$ cat src/rtl/uart_loop_pkg.sv
package uart_loop_pkg;
  localparam int NUM_STAT = 4;

  // control bit positions
  localparam int CTRL_DTR = 0;
  localparam int CTRL_RTS = 1;
  localparam int CTRL_OP1 = 2;
  localparam int CTRL_OP2 = 3;

  // status bit positions
  localparam int STAT_CTS = 0;
  localparam int STAT_DSR = 1;
  localparam int STAT_RI  = 2;
  localparam int STAT_CD  = 3;

  typedef struct packed {
    logic reload;      // load status copy without raising deltas
    logic loopActive;  // loopback routing selected
  } loopStrobe_t;
endpackage

$ cat src/rtl/uart_loop_ctrl.sv
module uart_loop_ctrl
  import uart_loop_pkg::*;
#(
  parameter int SYNC_STAGES = 2
) (
  input  logic        clk,
  input  logic        rstN,
  input  logic        loopEn,
  output loopStrobe_t strobe
);
  localparam int WARM = SYNC_STAGES + 1;
  localparam int CW   = $clog2(WARM + 1);
  localparam logic [CW-1:0] WARM_C = CW'(WARM);

  logic [CW-1:0] warmCnt;
  logic          loopQ;

  // warm-up: the synchroniser holds stale data for its first edges
  always_ff @(posedge clk or negedge rstN) begin
    if (!rstN) begin
      warmCnt <= '0;
      loopQ   <= 1'b0;
    end else begin
      loopQ <= loopEn;
      if (warmCnt != WARM_C) warmCnt <= warmCnt + 1'b1;
    end
  end

  always_comb begin
    strobe.loopActive = loopEn;
    strobe.reload     = (warmCnt != WARM_C) || (loopEn != loopQ);
  end
endmodule

$ cat src/rtl/uart_loop_datapath.sv
module uart_loop_datapath
  import uart_loop_pkg::*;
#(
  parameter int SYNC_STAGES = 2
) (
  input  logic                clk,
  input  logic                rstN,
  input  loopStrobe_t         strobe,
  input  logic [NUM_STAT-1:0] ctrlBits,
  input  logic                txSerial,
  input  logic                rxPin,
  input  logic [NUM_STAT-1:0] modemPins,
  output logic                rxSerial,
  output logic                txPin,
  output logic                dtrPin,
  output logic                rtsPin,
  output logic [NUM_STAT-1:0] statusOut,
  output logic [NUM_STAT-1:0] deltaOut
);
  logic [NUM_STAT-1:0] syncQ [SYNC_STAGES];
  logic [NUM_STAT-1:0] loopSrc;
  logic [NUM_STAT-1:0] selSrc;
  logic [NUM_STAT-1:0] statusQ;
  logic [NUM_STAT-1:0] deltaQ;

  // synchroniser chain on the external status pins
  for (genvar s = 0; s < SYNC_STAGES; s++) begin : g_sync
    if (s == 0) begin : g_first
      always_ff @(posedge clk or negedge rstN) begin
        if (!rstN) syncQ[0] <= '0;
        else       syncQ[0] <= modemPins;
      end
    end else begin : g_next
      always_ff @(posedge clk or negedge rstN) begin
        if (!rstN) syncQ[s] <= '0;
        else       syncQ[s] <= syncQ[s-1];
      end
    end
  end

  // loopback wiring of control bits onto status inputs
  always_comb begin
    loopSrc           = '0;
    loopSrc[STAT_CTS] = ctrlBits[CTRL_DTR];
    loopSrc[STAT_DSR] = ctrlBits[CTRL_RTS];
    loopSrc[STAT_RI]  = ctrlBits[CTRL_OP1];
    loopSrc[STAT_CD]  = ctrlBits[CTRL_OP2];
  end

  assign selSrc = strobe.loopActive ? loopSrc : syncQ[SYNC_STAGES-1];

  // status copy and change detection
  always_ff @(posedge clk or negedge rstN) begin
    if (!rstN) begin
      statusQ <= '0;
      deltaQ  <= '0;
    end else begin
      statusQ <= selSrc;
      deltaQ  <= strobe.reload ? '0 : (selSrc ^ statusQ);
    end
  end

  // serial and pin routing
  always_comb begin
    rxSerial = strobe.loopActive ? txSerial : rxPin;
    txPin    = strobe.loopActive ? 1'b1 : txSerial;
    dtrPin   = strobe.loopActive ? 1'b0 : ctrlBits[CTRL_DTR];
    rtsPin   = strobe.loopActive ? 1'b0 : ctrlBits[CTRL_RTS];
  end

  assign statusOut = statusQ;
  assign deltaOut  = deltaQ;
endmodule

$ cat src/rtl/uart_loop_switch.sv
module uart_loop_switch
  import uart_loop_pkg::*;
#(
  parameter int SYNC_STAGES = 2
) (
  input  logic       clk,
  input  logic       rstN,
  input  logic       loopEn,
  input  logic [3:0] ctrlBits,
  input  logic       txSerial,
  input  logic       rxPin,
  input  logic [3:0] modemPins,
  output logic       rxSerial,
  output logic       txPin,
  output logic       dtrPin,
  output logic       rtsPin,
  output logic [3:0] statusOut,
  output logic [3:0] deltaOut
);
  loopStrobe_t strobe;

  uart_loop_ctrl #(.SYNC_STAGES(SYNC_STAGES)) u_ctrl (
    .clk    (clk),
    .rstN   (rstN),
    .loopEn (loopEn),
    .strobe (strobe)
  );

  uart_loop_datapath #(.SYNC_STAGES(SYNC_STAGES)) u_dp (
    .clk       (clk),
    .rstN      (rstN),
    .strobe    (strobe),
    .ctrlBits  (ctrlBits),
    .txSerial  (txSerial),
    .rxPin     (rxPin),
    .modemPins (modemPins),
    .rxSerial  (rxSerial),
    .txPin     (txPin),
    .dtrPin    (dtrPin),
    .rtsPin    (rtsPin),
    .statusOut (statusOut),
    .deltaOut  (deltaOut)
  );
endmodule

$ cat config.mk
export PLATFORM = sky130hd
export DESIGN_NAME = uart_loop_switch
export DESIGN_NICKNAME = d
export VERILOG_FILES = /design/src/rtl/uart_loop_pkg.sv /design/src/rtl/uart_loop_ctrl.sv /design/src/rtl/uart_loop_datapath.sv /design/src/rtl/uart_loop_switch.sv
export SDC_FILE = /design/constraint.sdc
export NUM_CORES = 1
export LEC_CHECK = 0
export BUFFER_PORTS_ARGS = -buffer_cell sky130_fd_sc_hd__buf_2
export CAP_MARGIN = 20
export CORE_MARGIN = 1.5
export CORE_UTILIZATION = 50
export DETAILED_ROUTE_END_ITERATION = 12
export HOLD_SLACK_MARGIN = 0.03
export PLACE_DENSITY = 0.84
export SYNTH_ARGS = -nofsm -noshare
export SYNTH_HDL_FRONTEND = slang
export SYNTH_HIERARCHICAL = 1
export SYNTH_SLANG_ARGS = --single-unit
$ cat constraint.sdc
create_clock -name clk -period 3.14 [get_ports clk]
set_input_delay 0.314 -clock clk [delete_from_list [all_inputs] [get_ports clk]]
set_output_delay 0.314 -clock clk [all_outputs]
set_load 0.05 [all_outputs]
Word-level counts from Yosys, hierarchy flattened. Cells that the tools add are included.

Register bits: 19. Input bits: 13. Logic and storage cells: 17.

Add/sub/neg operators: 1. Equality and inequality tests: 2. Multiplexer cells: 6. Bitwise gates (word level): 1. Reduce and logical (&&, ||, !) cells: 1.

Operators with widths (number): 4-bit two-way mux (2); 1-bit two-way mux (4); 4-bit bitwise XOR (1); 2-bit by 1-bit adder with 2-bit output, second input constant (1); 2-bit inequality test, second input constant (1); 1-bit logical OR (1); 1-bit inequality test (1).

Depth between registers and ports, before layout.
Depth in word-level cells: 3. Gate-level depth with buffers: 4.

By module. The synthesis kept the hierarchy.

By module, submodules not included: uart_loop_datapath (times used 1, cells each 37, area an instance 606.8 µm²); uart_loop_ctrl (times used 1, cells each 9, area an instance 131.4 µm²).

Worst setup path after synthesis. Ideal clock, no wire load.

Kind: input-to-output. Start: input port loopEn. End: output port txPin. Arrival: 0.969 ns. Required time: 2.826 ns. Slack: 1.857 ns. Stages: 3. Cell sequence: buf_4 buf_6 or2_2.

Longest elaborated chain between the ends: 1.

RTL lines: start, declared (RTL line uart_loop_switch.sv:8) `input logic loopEn,`; 1-bit two-way mux (RTL line uart_loop_datapath.sv:66) `txPin = strobe.loopActive ? 1'b1 : txSerial;`; end, declared (RTL line uart_loop_switch.sv:14) `output logic txPin,`.

Every way passes these cells.

Worst setup path in the final report.
Start: input port loopEn. End: output port rxSerial.

Longest elaborated chain between the ends: 1.

RTL lines: 1-bit two-way mux (RTL line uart_loop_datapath.sv:65) `rxSerial = strobe.loopActive ? txSerial : rxPin;`; end, declared (RTL line uart_loop_switch.sv:13) `output logic rxSerial,`.

Every way passes these cells.

==> flow_summary.yaml <==
yosys:
  synth_compound_area_share_pct: 0
  synth-edff-count: 0
  synth_cells: 46
  yosysWarnings: 6
  syn-num-nets: 60
  synth_top_family_by_area: "multiplexers"
  synth_top_area_cell: "dfrtp_1"
  yosys.area.top_type_share_pct: 64.41
  synthAdderAreaFrac_pct: 1.695
  synthXorXnorAreaFrac_pct: 2.373
  ys_ff_latch: 19
  synthMuxAreaShare_pct: 19.83
  seq_area_frac_synth_pct: 64.41
  ys_async_sr_fraction_pct: 100.0
  synth_top_flop_cell: "dfrtp_1"
  ys_top_cells_by_area: "dfrtp_1, mux2_4, nor2b_1"
  syn_area_per_cell_um2: 16.05
  synth_common_cells: "dfrtp_1, mux2_4, nor2_1, nor2b_1"
  yosys.area_share.simple_pct: 9.153
  syn-cell-area_um2: 738.2
  yosysMostFrequentCell: "dfrtp_1"
  synth_cell_types: 12
cts:
  clockBufferDepth: 2
  cts_buffers: 3
  cts_tree: "yes"
  clock_latency_ns: 0.28
  post_cts.repair.setup_buffers: 0
  root_buffer: "clkbuf_4"
  path_clk_slew_ns: 0.10
  h-tree-depth: 1
  cts_num_sinks: 19
routing:
  vias_per_cell: 4.750
  dr.first_iter.drc_count: 6
  wl_um: 974
  num_vias: 418
  antenna_left: 0
  wl_per_cell_um: 11.07
  dr.pass1.iters: 2
  drc: 0
timing:
  slew_violations: 0
  hold_violations: 0
  fmax_mhz: 715.5
  fin_tns_setup_ns: 0
  whs_ns: 0.1277
  period_minus_slack_ns: 1.398
  clock_skew_ns: 0.002021
  grt_setup_unrepaired: "false"
  slew_headroom_pct: 73.52
  setup_viol: 0
  worst_slack_ns: 1.742
  tightest_slew_ns: 0.3971
  period_share_pct: 44.51
cells_and_area:
  antenna_cells: 0
  syn_to_final_growth_pct: 21.19
  final_core_util_pct: 67.07
  postLayoutCellArea_um2: 894.6
  finalNonFillerCells: 88
  drive_above_1_share_pct: 54.79
  fillCellCount: 101
  final_nets: 88
global_routing:
  antenna_found_initial: 0
  track_usage_pct: 13.00
  grt_max_degree: 20
  grt_overflow_total: 0
  grt_pass1_wl_um: 1642
  grt_pass1_vias: 406
floorplan:
  floorplan.initialDensity_pct: 55.35
  die_h_um: 41.43
  fp-row-count: 13
  pin_count: 25
  fp.dieW_um: 41.43
  dieArea_mm2: 0.001716
  core-area_mm2: 0.001334
outcome:
  status: "finished, final reports clean"
power:
  power.density_mw_per_mm2: 546.7
  ir_drop_mv: 0.2423
  power_leakage_nw: 0.4626
  finalPower_uw: 489.1
setup_path:
  cp_common_cell: "buf_2"
  rrSetupSlack_ns: 1.80
  path_buf_inv: 2
  crit_chain: "buf_2, mux2_2, buf_2"
  path_class: "input pin to primary output"
  endpoint_kind: "primary output"
  critPathTopFamily: "buffers and inverters"
  max_stage_delay_ns: 0.35
  critPathSlowestCell: "mux2_2"
  arrival_ns: 1.08
  required_ns: 2.83
  critPathLaunchType: "input pin"
  path_max_fanout: 10
min_path:
  hp-class: "input pin to flop"
placed_design:
  port_buffers: 24
  dp_cells: 83
  gp_congestion: 0.6218
  placed_cell_area_um2: 858.3
  place_ws_ns: 1.733
flow_run:
  drv_cap: 0
-- final timing paths --
kind                       cells past startpoint               from                end
setup / recovery                               3             loopEn           rxSerial
hold / removal                                 1       modemPins[0]      u_dp/syncQ[4]
hold reg to reg                                0      u_dp/syncQ[6]      u_dp/syncQ[2]
max in group asynchronous                      2               rstN  u_dp/statusOut[3]
setup reg to reg                               4  u_ctrl/warmCnt[0]   u_dp/deltaOut[2]
min in group asynchronous                      2               rstN   u_dp/deltaOut[0]
-- logic make-up after synthesis --
kind of cell  after synthesis
xor+xnor                    2
fa+ha+maj                   1
buf+inv                     2
flops                      19
mux                        10
simple gates               12
-- layer usage --
| layer | up-vias | part of all wire [%] | GRT usage, % |
|---|---|---|---|
| li1 | 203 | - | - |
| met1 | 196 | 43 | 13.74 |
| met3 | 2 | 6.9 | 4.348 |
| met4 | 0 | 1.1 | 9.677 |
| met5 | - | 0 | 0 |
| met2 | 17 | 49 | 21.25 |
-- sequential cells by signal, indices dropped and copies added, names as in the netlist --
signal / flops
u_dp/statusOut: 4
u_ctrl/warmCnt: 2
u_dp/syncQ: 8
u_ctrl/loopQ: 1
u_dp/deltaOut: 4
-- layout make-up --
class                   count  area (um^2)  area share, %
repair buffers             25        130.1          14.55
clock buffers               4        26.28          2.937
flip-flops and latches     19        475.5          53.15
well taps                  15        18.77          2.098
multi-input cells          25        244.0          27.27
-- repair_timing --
| action | in CTS | in global routing |
|---|---|---|
| endpoints found under the hold margin | 19 | 0 |
| hold buffers | 1 | 0 |
| resized for setup | 0 | 0 |
-- where the power goes --
part,total [mW],switching (mW),internal (mW)
clock network,0.117,0.0679,0.0493
registers,0.265,0.00510,0.260
logic,0.107,0.0701,0.0366
total,0.489,0.143,0.346
-- cell usage in the layout (no fill, tap or decap), types with 2 or more instances in the layout --
| cell | synthesis | final |
|---|---|---|
| and2b_2 | 2 | 2 |
| mux2_4 | 9 | 9 |
| xnor2_1 | 2 | 2 |
| buf_2 | 0 | 24 |
| nor2_1 | 4 | 4 |
| dfrtp_1 | 19 | 19 |
| clkbuf_4 | 0 | 3 |
| nor2b_1 | 4 | 4 |
Power figures use the tool's default switching activity.
